$ cat src/rtl/popsig_pkg.sv
`timescale 1ns/1ps
package popsig_pkg;

    typedef enum logic [1:0] {
        UPD_SHIFT  = 2'd0,
        UPD_INJECT = 2'd1,
        UPD_CLEAR  = 2'd2
    } upd_e;

    typedef enum logic {
        CHK_RUN    = 1'b0,
        CHK_REPORT = 1'b1
    } chk_e;

    localparam logic [63:0] DEFAULT_TAPS = 64'hD800_0000_0000_0000;

endpackage

$ cat src/rtl/popsig_count.sv
`timescale 1ns/1ps
module popsig_count #(
    parameter int DATA_W = 64,
    localparam int CW = $clog2(DATA_W)
) (
    input  logic [DATA_W-1:0] opa_i,
    input  logic [DATA_W-1:0] opb_i,
    output logic [CW-1:0]     cnt_o
);

    logic [DATA_W-1:0] diff;
    logic [CW:0]       acc;

    assign diff = opa_i ^ opb_i;

    always_comb begin
        acc = '0;
        for (int i = 0; i < DATA_W; i++) begin
            acc = acc + (CW+1)'(diff[i]);
        end
    end

    // keep the low CW bits: the full count wraps to zero
    assign cnt_o = acc[CW-1:0];

endmodule

$ cat src/rtl/popsig_lfsr.sv
`timescale 1ns/1ps
module popsig_lfsr
    import popsig_pkg::*;
#(
    parameter int               LFSR_W = 64,
    parameter int               CW     = 6,
    parameter logic [LFSR_W-1:0] TAPS  = LFSR_W'(DEFAULT_TAPS),
    parameter logic [LFSR_W-1:0] SEED  = LFSR_W'(1)
) (
    input  logic              clk_i,
    input  logic              rst_ni,
    input  logic              valid_i,
    input  logic              clear_i,
    input  logic [CW-1:0]     cnt_i,
    output logic [LFSR_W-1:0] state_o
);

    upd_e              mode;
    logic [LFSR_W-1:0] state_q;
    logic [LFSR_W-1:0] shifted;
    logic [LFSR_W-1:0] stepped;
    logic [LFSR_W-1:0] state_d;
    logic              fb;

    always_comb begin
        if (clear_i)      mode = UPD_CLEAR;
        else if (valid_i) mode = UPD_INJECT;
        else              mode = UPD_SHIFT;
    end

    assign fb      = ^(state_q & TAPS);
    assign shifted = {state_q[LFSR_W-2:0], fb};

    always_comb begin
        stepped = shifted;
        unique case (mode)
            UPD_CLEAR:  stepped = SEED;
            UPD_INJECT: stepped[CW-1:0] = shifted[CW-1:0] ^ cnt_i;
            UPD_SHIFT:  stepped = shifted;
            default:    stepped = SEED;
        endcase
    end

    // recover from the all-zero lock-up state
    assign state_d = (stepped == '0) ? SEED : stepped;

    always_ff @(posedge clk_i or negedge rst_ni) begin
        if (!rst_ni) state_q <= SEED;
        else         state_q <= state_d;
    end

    assign state_o = state_q;

endmodule

$ cat src/rtl/popsig_check.sv
`timescale 1ns/1ps
module popsig_check
    import popsig_pkg::*;
#(
    parameter int LFSR_W = 64
) (
    input  logic              clk_i,
    input  logic              rst_ni,
    input  logic              check_i,
    input  logic [LFSR_W-1:0] sig_i,
    input  logic [LFSR_W-1:0] expect_i,
    output logic              pass_o
);

    chk_e st_q, st_d;
    logic pass_q;

    always_ff @(posedge clk_i or negedge rst_ni) begin
        if (!rst_ni) st_q <= CHK_RUN;
        else         st_q <= st_d;
    end

    always_comb begin
        st_d = st_q;
        unique case (st_q)
            CHK_RUN:    st_d = check_i ? CHK_REPORT : CHK_RUN;
            CHK_REPORT: st_d = check_i ? CHK_REPORT : CHK_RUN;
            default:    st_d = CHK_RUN;
        endcase
    end

    always_ff @(posedge clk_i or negedge rst_ni) begin
        if (!rst_ni) pass_q <= 1'b0;
        else         pass_q <= check_i && (sig_i == expect_i);
    end

    assign pass_o = (st_q == CHK_REPORT) && pass_q;

endmodule

$ cat src/rtl/popsig_compressor.sv
`timescale 1ns/1ps
module popsig_compressor
    import popsig_pkg::*;
#(
    parameter int                BIST_EN = 1,
    parameter int                DATA_W  = 64,
    parameter int                LFSR_W  = 64,
    parameter logic [LFSR_W-1:0] TAPS    = LFSR_W'(DEFAULT_TAPS),
    parameter logic [LFSR_W-1:0] SEED    = LFSR_W'(1)
) (
    input  logic              clk_i,
    input  logic              rst_ni,
    input  logic [DATA_W-1:0] opa_i,
    input  logic [DATA_W-1:0] opb_i,
    input  logic              valid_i,
    input  logic              clear_i,
    input  logic              check_i,
    input  logic [LFSR_W-1:0] expect_i,
    output logic [LFSR_W-1:0] sig_o,
    output logic [LFSR_W-1:0] rnd_o,
    output logic              pass_o
);

    localparam int CW = $clog2(DATA_W);

    generate
        if (BIST_EN != 0) begin : g_on
            logic [CW-1:0]     cnt;
            logic [LFSR_W-1:0] state;

            popsig_count #(.DATA_W(DATA_W)) u_count (
                .opa_i (opa_i),
                .opb_i (opb_i),
                .cnt_o (cnt)
            );

            popsig_lfsr #(
                .LFSR_W (LFSR_W),
                .CW     (CW),
                .TAPS   (TAPS),
                .SEED   (SEED)
            ) u_lfsr (
                .clk_i   (clk_i),
                .rst_ni  (rst_ni),
                .valid_i (valid_i),
                .clear_i (clear_i),
                .cnt_i   (cnt),
                .state_o (state)
            );

            popsig_check #(.LFSR_W(LFSR_W)) u_check (
                .clk_i    (clk_i),
                .rst_ni   (rst_ni),
                .check_i  (check_i),
                .sig_i    (state),
                .expect_i (expect_i),
                .pass_o   (pass_o)
            );

            assign sig_o = state;
            assign rnd_o = state;
        end else begin : g_off
            assign sig_o  = '0;
            assign rnd_o  = '0;
            assign pass_o = 1'b0;
        end
    endgenerate

endmodule

$ cat config.mk
export PLATFORM = sky130hd
export DESIGN_NAME = popsig_compressor
export DESIGN_NICKNAME = d
export VERILOG_FILES = /design/src/rtl/popsig_pkg.sv /design/src/rtl/popsig_count.sv /design/src/rtl/popsig_lfsr.sv /design/src/rtl/popsig_check.sv /design/src/rtl/popsig_compressor.sv
export SDC_FILE = /design/constraint.sdc
export NUM_CORES = 1
export LEC_CHECK = 0
export ABC_CLOCK_PERIOD_IN_PS = 2600
export BUFFER_PORTS_ARGS = -buffer_cell sky130_fd_sc_hd__buf_4
export CAP_MARGIN = 20
export CORE_AREA = 5 5 124 126
export CTS_CLUSTER_SIZE = 14
export DETAILED_ROUTE_END_ITERATION = 12
export DIE_AREA = 0 0 129 131
export MAX_ROUTING_LAYER = met4
export PLACE_DENSITY = 0.77
export RECOVER_POWER = 25
export SLEW_MARGIN = 20
export SYNTH_ARGS = -nofsm -noshare
export SYNTH_HDL_FRONTEND = slang
export SYNTH_SLANG_ARGS = --single-unit
export TNS_END_PERCENT = 1
$ cat constraint.sdc
create_clock -name clk_i -period 2.6 [get_ports clk_i]
set_clock_uncertainty 0.1 [all_clocks]
set_input_delay 0.26 -clock clk_i [delete_from_list [all_inputs] [get_ports clk_i]]
set_output_delay 0.26 -clock clk_i [all_outputs]
set_load 0.01 [all_outputs]
==> summary.md, run 1 <==
| Metric | Value |
|---|---|
| Area Growth Syn to Fin | `48.0%` |
| Initial antenna violation count | `0` |
| CTS tree | `yes` |
| Synth area leader | `dfrtp_1` |
| Overflow after GRT | `0` |
| DR iter-0 viols | `215` |
| CTS root buf | `clkbuf_16` |
| Largest cells by area after synthesis | `dfrtp_1 (29%), fa_1 (19%), xnor2_1 (14%), buf_4 (8.5%), nor2b_1 (6.0%)` |
| Status | `finished, violations left` |
| Worst hold path type | `in2reg` |
| Most common library cells after synthesis | `xnor2_1 (92), dfrtp_1 (65), buf_4 (64)` |
| CTS sink cnt | `66` |
| Post-DP HPWL | `16,200 µm` |
| CTS Buf Count | `9` |
| CP max FO | `2` |
| Post-synth EDFFs | `0` |
| Max incr delay on CP | `between 0.5 and 0.6 ns` |
| Top_reg_cell synth | `dfrtp_1` |
| Layout cell share with drive strength beyond 1 | `about 46%` |
| Post-synthesis register bit count | `66` |
| Post-Layout Inst Area | `roughly 8300 µm²` |
| Register area share after synthesis | `29.3%` |
| Final wirelength | `18,900 µm` |
| Vias in the first global route | `slightly above 5,000` |
| Synthesized net count | `roughly 790` |
| Die H | `approximately 130 µm` |
| Core Rows | `44` |
| Drt first pass iters | `4` |
| Die X-Extent | `roughly 130 µm` |
| First-pass GRT wire length | `between 20,000 and 30,000 µm` |
| Synth warn | `0` |
| Post-DP Area | `approximately 7900 µm²` |
| Largest net degree at the start of global routing | `67` |
| TNS Setup | `-20.68 ns` |
| Fin. max-slew vios | `67` |
| DIE AREA | `roughly 17,000 µm²` |
| Highest clock rate | `approximately 150 MHz` |
| Clock Latency Late Sink | `between 0.3 and 0.4 ns` |
| Crit-path leading delay family | `adder cells` |
| Mapped Cells | `528` |
| CP required | `roughly 2.7 ns` |
| Initial Util | `a little under 40%` |
| Slew headroom | `-10.0%` |
| Nets | `1,076` |
| Unrepaired setup endpoints after global routing | `yes` |
| Setup slack after layout | `-3.91 ns` |
| Clk slew on worst S/H paths | `0.06 ns` |
| Tcrit/Tclk final | `250%` |
| Crit path top cell by count | `fa_1` |
| Critical Path Start Type | `primary input` |
| Crit-path cells | `buf_6 -> xor2_1 -> ha_1 -> inv_1 -> fa_1 -> fa_1 -> fa_1 -> fa_1 -> fa_1 -> fa_1 -> fa_1 -> fa_1 -> inv_2 -> fa_2 -> fa_2 -> a21o_1 -> a21oi_2 -> mux2i_1 -> mux2_4 -> o41ai_4` |
| H-tree depth | `3` |
| Setup WS pre-CTS | `-4.27 ns` |
| Vias | `between 4,000 and 5,000` |
| Boundary Pins | `326` |
| Worst-Margin Slew | `around 1.7 ns` |
| Synth cell types | `40` |
| Slowest CP cell | `fa_1` |
| Core area | `14,200 µm²` |
| Synthesized area | `roughly 5600 µm²` |
| Max Cap Viol | `1` |
| Antenna Cells | `0` |
| Buffer and inverter count on the worst path | `3` |
| Total GRT Usage | `~22%` |
| Final setup violation count | `6` |
| Routability cong. | `roughly 0.87` |
| Final critical-path required period | `6.51 ns` |
| CP arrival | `between 6 and 7 ns` |
| Dominant cell by count in the synthesized netlist | `xnor2_1` |
| Final Hold Viols | `0` |
| Mean Syn Cell Area | `around 11 µm²` |
| Critical path class | `in2reg` |
| Setup crit end kind | `flip-flop` |
| Clk buf depth | `2` |
| ANT nets after route | `0` |
| DRC | `0` |
| Synth top area share | `~29%` |
| Routed len/inst | `between 15 and 20 µm` |
| Port bufs | `around 330` |
| # fillers | `1,252` |
| Failing checks | `max-capacitance violations, max-slew violations, negative setup slack` |
| Vias/cell | `4.77` |
| Asr flop ratio synth | `100%` |
[final timing paths]
| path | startpoint | endpoint | slack, ns | cells past startpoint |
|---|---|---|---|---|
| max in group asynchronous | rst_ni | g_on.u_lfsr.state_o[48] | 0.62 | 2 |
| max reg2reg | g_on.u_lfsr.state_o[36] | g_on.u_lfsr.state_o[0] | 0.52 | 6 |
| max | opb_i[1] | g_on.u_lfsr.state_o[0] | -3.91 | 20 |
| min reg2reg | g_on.u_lfsr.state_o[22] | g_on.u_lfsr.state_o[23] | 0.50 | 1 |
| min in group asynchronous | rst_ni | g_on.u_lfsr.state_o[10] | 0.79 | 2 |
| min | expect_i[40] | g_on.u_check.pass_q | 0.12 | 4 |
[area by class of cell]
class / instances / area [µm²] / area share (%)
inverters: 53 / 199 / 2.39
multi-input cells: 337 / 3320 / 39.8
well taps: 184 / 230 / 2.76
clock buffers: 10 / 239 / 2.87
clock inverters: 6 / 114 / 1.37
flip-flops and latches: 66 / 1650 / 19.8
repair buffers: 345 / 2590 / 31.0
[what timing repair did]
item	4_1_cts	5_1_grt
pin swaps	1	2
gates resized for setup	5	7
hold buffers	2	0
hold endpoints to repair	66	0
buffers inserted	0	0
endpoints found under the setup margin	6	6
[metal layers]
layer / wire, µm / GRT usage, %
met5: 0 / -
met4: 384 / 5.87
met3: 1620 / 4.80
met2: 10500 / 43.1
met1: 6400 / 23.1
[registers in the layout, summed over array words and instances, names as in the netlist]
| register | count |
|---|---|
| g_on.u_lfsr.state_o | 64 |
| g_on.u_check.pass_q | 1 |
| g_on.u_check.st_q | 1 |
[metrics by stage]
stage	instances	utilization [%]	hold WS, ns
4_1_cts	1001	58.6	0.115
3_5_place_dp	983	55.9	0.283
3_3_place_gp	983	55.9	0.284
5_1_grt	1001	58.7	0.136
6_report	1001	58.7	0.117
2_1_floorplan	528	-	-0.136
[kinds of logic (layout without fill, tap and decap cells)]
kind of cell / Yosys count / after routing / synth area share (%)
xor+xnor: 123 / 123 / 19.1
mux: 3 / 3 / 0.711
compound gates: 22 / 22 / 3.31
buf+inv: 125 / 414 / 12.6
flops: 66 / 66 / 29.3
fa+ha+maj: 67 / 67 / 22.1
simple gates: 122 / 122 / 12.9
[cell usage in the layout, fill, tap and decap left out, drive strengths merged, types with 5 or more instances in the layout]
| cell type | netlist | routed |
|---|---|---|
| ha | 13 | 13 |
| nor4 | 23 | 23 |
| inv | 53 | 53 |
| clkbuf | 6 | 18 |
| dfrtp | 65 | 65 |
| xnor2 | 92 | 92 |
| fa | 54 | 54 |
| nand2 | 5 | 5 |
| nand3 | 5 | 5 |
| nand4 | 12 | 12 |
| buf | 66 | 335 |
| xor2 | 31 | 31 |
| nor2 | 14 | 14 |
| nor2b | 54 | 54 |
[worst register-to-register path, delay by kind of cell (launching register included)]
family | cells | cell delay, ns
AO/OA/AOI/OAI | 2 | 0.47
buffers and inverters | 1 | 0.18
flip-flops | 1 | 0.45
AND/OR/NAND/NOR | 3 | 0.80
Power of run 1 is left out: the tool's default activity adds up to more than one toggle a clock period on the data nets, which glitch-free logic cannot reach.
==> inputs of run 2 (changes only) <==
Settings changed: REMOVE_ABC_BUFFERS from default to 1.
==> run 2 against run 1 <==
Compared with the run above: the flow still finishes with violations (max-capacitance violations, max-slew violations, negative setup slack); flip-flop and latch count stayed put; register-to-register slack lost 0.16 ns; sequential share of layout area rose by 0.23 points; non-clock buffer count is 5 lower; core utilization decreased by 0.68 points; first-iteration DRC count rose by 21%; fmax fell by 1.5%; global-route usage decreased by 1.3 points; die area unchanged; worst setup slack lost 0.10 ns; design area shrank 1.2%; critical path depth did not move.
==> summary.md, run 2 (synthesis results as in run 1) <==
| Metric | Value |
|---|---|
| Most common cell after layout, fill and taps aside | `buf_4` |
| Antenna Cells | `0` |
| Slew headroom | `-11.9%` |
| Vias | `between 4,000 and 5,000` |
| Post-Layout Inst Area | `just over 8000 µm²` |
| DRC | `0` |
| Unrepaired setup endpoints after global routing | `yes` |
| Status | `finished, violations left` |
| # fillers | `about 1,300` |
| Worst-Margin Slew | `between 1.5 and 2 ns` |
| Final critical-path required period | `6.61 ns` |
| CTS sink cnt | `between 60 and 70` |
| Area Growth Syn to Fin | `46.3%` |
| Largest net degree at the start of global routing | `67` |
| Worst hold path type | `in2reg` |
| Nets | `1,071` |
| CTS root buf | `clkbuf_16` |
| Initial Util | `between 30% and 40%` |
| H-tree depth | `3` |
| Final Hold Viols | `0` |
| CTS tree | `yes` |
| Vias in the first global route | `5,028` |
| Core Rows | `between 40 and 50` |
| CP required | `between 2 and 3 ns` |
| Vias/cell | `approximately 4.7` |
| Setup crit end kind | `flip-flop` |
| Port bufs | `between 300 and 400` |
| Routability cong. | `around 0.9` |
| Post-route core utilization | `between 50% and 60%` |
| CP arrival | `between 6 and 7 ns` |
| Drt first pass iters | `4` |
| Tcrit/Tclk final | `254%` |
| R2r worst-path depth | `5` |
| Largest register FFs | `64` |
| Layout cell share with drive strength beyond 1 | `about 45%` |
| First-pass GRT wire length | `26,300 µm` |
| DIE AREA | `16,900 µm²` |
| Most frequent cells in the layout | `buf_4 (327), xnor2_1 (91), dfrtp_1 (65)` |
| Setup slack after layout | `-4.01 ns` |
| Die H | `roughly 130 µm` |
| DR iter-0 viols | `260` |
| Total GRT Usage | `21.1%` |
| Post-DP Area | `7890 µm²` |
| CTS Buf Count | `9` |
| Clk buf depth | `2` |
| Overflow after GRT | `0` |
| ANT nets after route | `0` |
| Core area | `roughly 14,000 µm²` |
| Post-DP HPWL | `roughly 15,000 µm` |
| Boundary Pins | `around 330` |
| CP max FO | `2` |
| Highest clock rate | `approximately 150 MHz` |
| Routed len/inst | `between 15 and 20 µm` |
| Clock Latency Late Sink | `between 0.3 and 0.4 ns` |
| Hold Path Cell Cnt | `4` |
| Final setup violation count | `6` |
| Failing checks | `max-capacitance violations, max-slew violations, negative setup slack` |
| Critical Path Start Type | `primary input` |
| Clk slew on worst S/H paths | `0.06 ns` |
| Placed Instances | `slightly below 1,000` |
| Die X-Extent | `129 µm` |
| Final non-filler cell total | `~1,000` |
| Fin. max-slew vios | `slightly above 40` |
| Max Cap Viol | `1` |
| Final wirelength | `18,000 µm` |
| Critical path class | `in2reg` |
| Initial antenna violation count | `0` |
-- run 2: layer usage --
metal	vias to the layer above	global-route usage (%)	share of wire (%)
met1	2233	24.2	36
met5	-	-	0
met4	0	6.79	2.5
met3	35	4.23	9.4
met2	272	37.3	52
li1	2180	-	-
-- run 2: critical path, cell delays in order --
cell	delay (ns)
buf_6	0.10
xor2_2	0.17
ha_1	0.29
inv_1	0.07
fa_1	0.42
fa_1	0.52
fa_1	0.44
fa_1	0.54
fa_1	0.45
fa_1	0.51
fa_1	0.43
fa_1	0.49
inv_1	0.05
fa_2	0.36
fa_2	0.40
a21o_1	0.19
a21oi_2	0.15
mux2i_1	0.26
mux2_4	0.33
o41ai_2	0.32
-- run 2: path summary, 6_finish.rpt --
path / from / end / slack (ns)
worst min-delay path: expect_i[51] / g_on.u_check.pass_q / 0.14
worst max-delay path: opb_i[1] / g_on.u_lfsr.state_o[0] / -4.01
worst max register to register: g_on.u_lfsr.state_o[24] / g_on.u_lfsr.state_o[0] / 0.36
max in group asynchronous: rst_ni / g_on.u_lfsr.state_o[12] / 1.35
worst min register to register: g_on.u_lfsr.state_o[41] / g_on.u_lfsr.state_o[42] / 0.50
min in group asynchronous: rst_ni / g_on.u_lfsr.state_o[34] / 0.49
-- run 2: layout make-up --
| class | count | area [µm²] | area share, % |
|---|---|---|---|
| Clock buffer | 11 | 253 | 3.07 |
| Clock inverter | 5 | 52.6 | 0.638 |
| Tap cell | 184 | 230 | 2.79 |
| Inverter | 53 | 199 | 2.41 |
| Sequential cell | 66 | 1650 | 20.1 |
| Timing Repair Buffer | 340 | 2540 | 30.9 |
| Multi-Input combinational cell | 337 | 3310 | 40.2 |
-- run 2: repair_timing --
action / in CTS / in global routing
setup endpoints to repair: 6 / 6
pin swaps: 1 / 0
endpoints found under the hold margin: 66 / 0
resized for setup: 7 / 4
hold buffers: 2 / 0
cloned: 0 / 0
buffers inserted: 0 / 0
-- run 2: through the flow --
| step | TNS (ns) | hold WS, ns | setup WS [ns] |
|---|---|---|---|
| 2_1_floorplan | -20.79 | -0.136 | -4.07 |
| 3_3_place_gp | -23.32 | 0.277 | -4.37 |
| 3_5_place_dp | -23.58 | 0.277 | -4.44 |
| 4_1_cts | -21.02 | 0.130 | -3.98 |
| 5_1_grt | -22.52 | 0.152 | -4.25 |
| 6_report | -21.19 | 0.143 | -4.01 |
Power of run 2 is left out for the same reason.
==> inputs of run 3 (changes only) <==
Settings changed: RECOVER_POWER 25 to 100.
==> run 3 against run 2 <==
Compared with the run above: the flow still finishes with violations (max-capacitance violations, max-slew violations, negative setup slack); core utilization down 3.3 points; die area unchanged; flip-flop and latch count unchanged; global-route usage unchanged; clock-buffer cell count unchanged; wire length up 0.25%; fmax about the same; via count down 0.55%; sequential share of layout area up 1.2 points; non-clock buffer count unchanged.
==> summary.md, run 3 (synthesis results as in run 1) <==
| Metric | Value |
|---|---|
| M3 GR Usage | `between 4 and 5%` |
| R2R setup slack | `0.34 ns` |
| Setup WS pre-CTS | `-4.44 ns` |
| Final Hold Viols | `0` |
| Slowest CP cell | `fa_1` |
| Critical Path Start Type | `primary input` |
| Max incr delay on CP | `0.54 ns` |
| Port bufs | `325` |
| Max Cap Viol | `2` |
| Total GRT Usage | `a little over a fifth` |
| Core Rows | `between 40 and 50` |
| Vias/cell | `4.71` |
| Worst-Margin Slew | `approximately 1.7 ns` |
| Buffer and inverter count on the worst path | `3` |
| Drt first pass iters | `4` |
| Layout cell share with drive strength beyond 1 | `between 20 and 30%` |
| R2r worst-path depth | `5` |
| Most common cell after layout, fill and taps aside | `buf_4` |
| Worst r2r src | `g_on.u_lfsr.state_o[24]` |
| Most frequent cells in the layout | `buf_4 (202), clkbuf_1 (130), xnor2_1 (91)` |
| Initial Util | `between 30% and 40%` |
| WHS Endpoint | `g_on.u_check.pass_q` |
| Boundary Pins | `around 330` |
| Crit-path cells | `buf_6 -> xor2_2 -> ha_1 -> inv_1 -> fa_1 -> fa_1 -> fa_1 -> fa_1 -> fa_1 -> fa_1 -> fa_1 -> fa_1 -> inv_1 -> fa_2 -> fa_2 -> a21o_1 -> a21oi_2 -> mux2i_1 -> mux2_4 -> o41ai_2` |
| Fin. max-slew vios | `about 110` |
| Final setup violation count | `6` |
| Post-CTS setup buffers | `0` |
| Routability cong. | `roughly 0.91` |
| Post-DP HPWL | `15,400 µm` |
| Worst hold path type | `in2reg` |
| Most Used Layer, Global Route | `met2` |
| Final non-filler cell total | `between 900 and 1,000` |
| CTS sink cnt | `between 60 and 70` |
| Worst R2R End | `g_on.u_lfsr.state_o[0]` |
| CTS Buf Count | `9` |
| Setup crit end kind | `flip-flop` |
| Grt met2 use | `37.3%` |
| Die H | `between 100 and 150 µm` |
| Failing checks | `max-capacitance violations, max-slew violations, negative setup slack` |
| Setup slack after layout | `-4.01 ns` |
| Vias | `4,694` |
| Status | `finished, violations left` |
| Initial antenna violation count | `0` |
| Hold Path Cell Cnt | `4` |
| CTS tree | `yes` |
| # fillers | `roughly 1,400` |
| Unrepaired setup endpoints after global routing | `yes` |
| DRC | `0` |
| Largest net degree at the start of global routing | `67` |
| Critical path class | `in2reg` |
| Crit-path leading delay family | `adder cells` |
| CP required | `roughly 2.7 ns` |
| Nets | `1,071` |
| Antenna Cells | `0` |
| CTS root buf | `clkbuf_16` |
| Slew headroom | `-12.0%` |
| Clk buf depth | `2` |
| Die X-Extent | `129 µm` |
| CP max FO | `2` |
| Vias in the first global route | `between 5,000 and 6,000` |
| Tcrit/Tclk final | `254%` |
| Highest clock rate | `about 150 MHz` |
| CP arrival | `just under 7 ns` |
| ANT nets after route | `0` |
| Area Growth Syn to Fin | `38.0%` |
| First-pass GRT wire length | `between 20,000 and 30,000 µm` |
| H-tree depth | `3` |
| Final wirelength | `18,000 µm` |
| Core area | `between 10,000 and 15,000 µm²` |
| Clock Latency Late Sink | `between 0.3 and 0.4 ns` |
| Final critical-path required period | `about 6.6 ns` |
| Largest register FFs | `64` |
| Overflow after GRT | `0` |
| DIE AREA | `around 17,000 µm²` |
| GR Layer Usage met1 | `24.2%` |
| Routed len/inst | `~18 µm` |
| Placed Instances | `about 980` |
| Clk slew on worst S/H paths | `0.06 ns` |
| Crit path top cell by count | `fa_1` |
| DR iter-0 viols | `roughly 250` |
| Startpoint of the worst hold path | `expect_i[51]` |
## run 3: changes by cell type in the layout (fill, tap and decap cells not counted)
| cell | change |
|---|---|
| clkbuf_2 | +1 |
| clkbuf_1 | +124 |
| buf_4 | -125 |
## run 3: worst reg2reg max path, stage by stage, from the launching register on
cell and delay, ns:
dfrtp_1 0.52, nor4_1 0.56, nand4_1 0.18, nor4_1 0.37, o211ai_1 0.17, o41ai_2 0.27
## run 3: what timing repair did
item                                    in CTS  in global routing
hold buffers                                 2                  0
pin swaps                                    1                  0
endpoints found under the hold margin       66                  0
endpoints found under the setup margin       6                  6
resized for setup                            7                  4
## run 3: per-layer routing
layer	wire length, µm	part of all wire [%]	up-vias
met5	0	0	-
met4	350	1.9	0
met3	1530	8.5	25
met2	9530	53	248
met1	6630	37	2237
li1	-	-	2184
## run 3: worst max-delay path by stage
| stage | from | to | slack, ns | cells past startpoint |
|---|---|---|---|---|
| after global routing | opb_i[1] | g_on.u_lfsr.state_o[0] | -4.25 | 20 |
| after detailed placement | opb_i[1] | g_on.u_lfsr.state_o[0] | -4.44 | 20 |
| after floorplan | opb_i[1] | g_on.u_lfsr.state_o[0] | -4.07 | 19 |
| after global placement | opb_i[1] | g_on.u_lfsr.state_o[0] | -4.37 | 20 |
| after CTS | opb_i[1] | g_on.u_lfsr.state_o[0] | -3.98 | 20 |
| final | opb_i[1] | g_on.u_lfsr.state_o[0] | -4.01 | 20 |
## run 3: cell type report
class,count,area [µm²],share of cell area [%]
sequential,66,1650,21.3
clock buffer,11,253,3.25
tap,184,230,2.96
inverter,53,199,2.56
multi-input combinational,337,3310,42.6
clock inverter,5,52.6,0.676
timing repair buffer,340,2080,26.7
## run 3: per-stage QoR
stage | utilization, % | area, µm² | hold slack [ns] | TNS [ns]
floorplan | - | 5120 | -0.136 | -20.79
global placement | 55.6 | 7890 | 0.277 | -23.32
detailed placement | 55.6 | 7890 | 0.277 | -23.58
CTS | 58.1 | 8250 | 0.130 | -21.02
global route | 54.7 | 7770 | 0.152 | -22.52
finish | 54.7 | 7770 | 0.141 | -21.19
Power of run 3 is left out for the same reason.
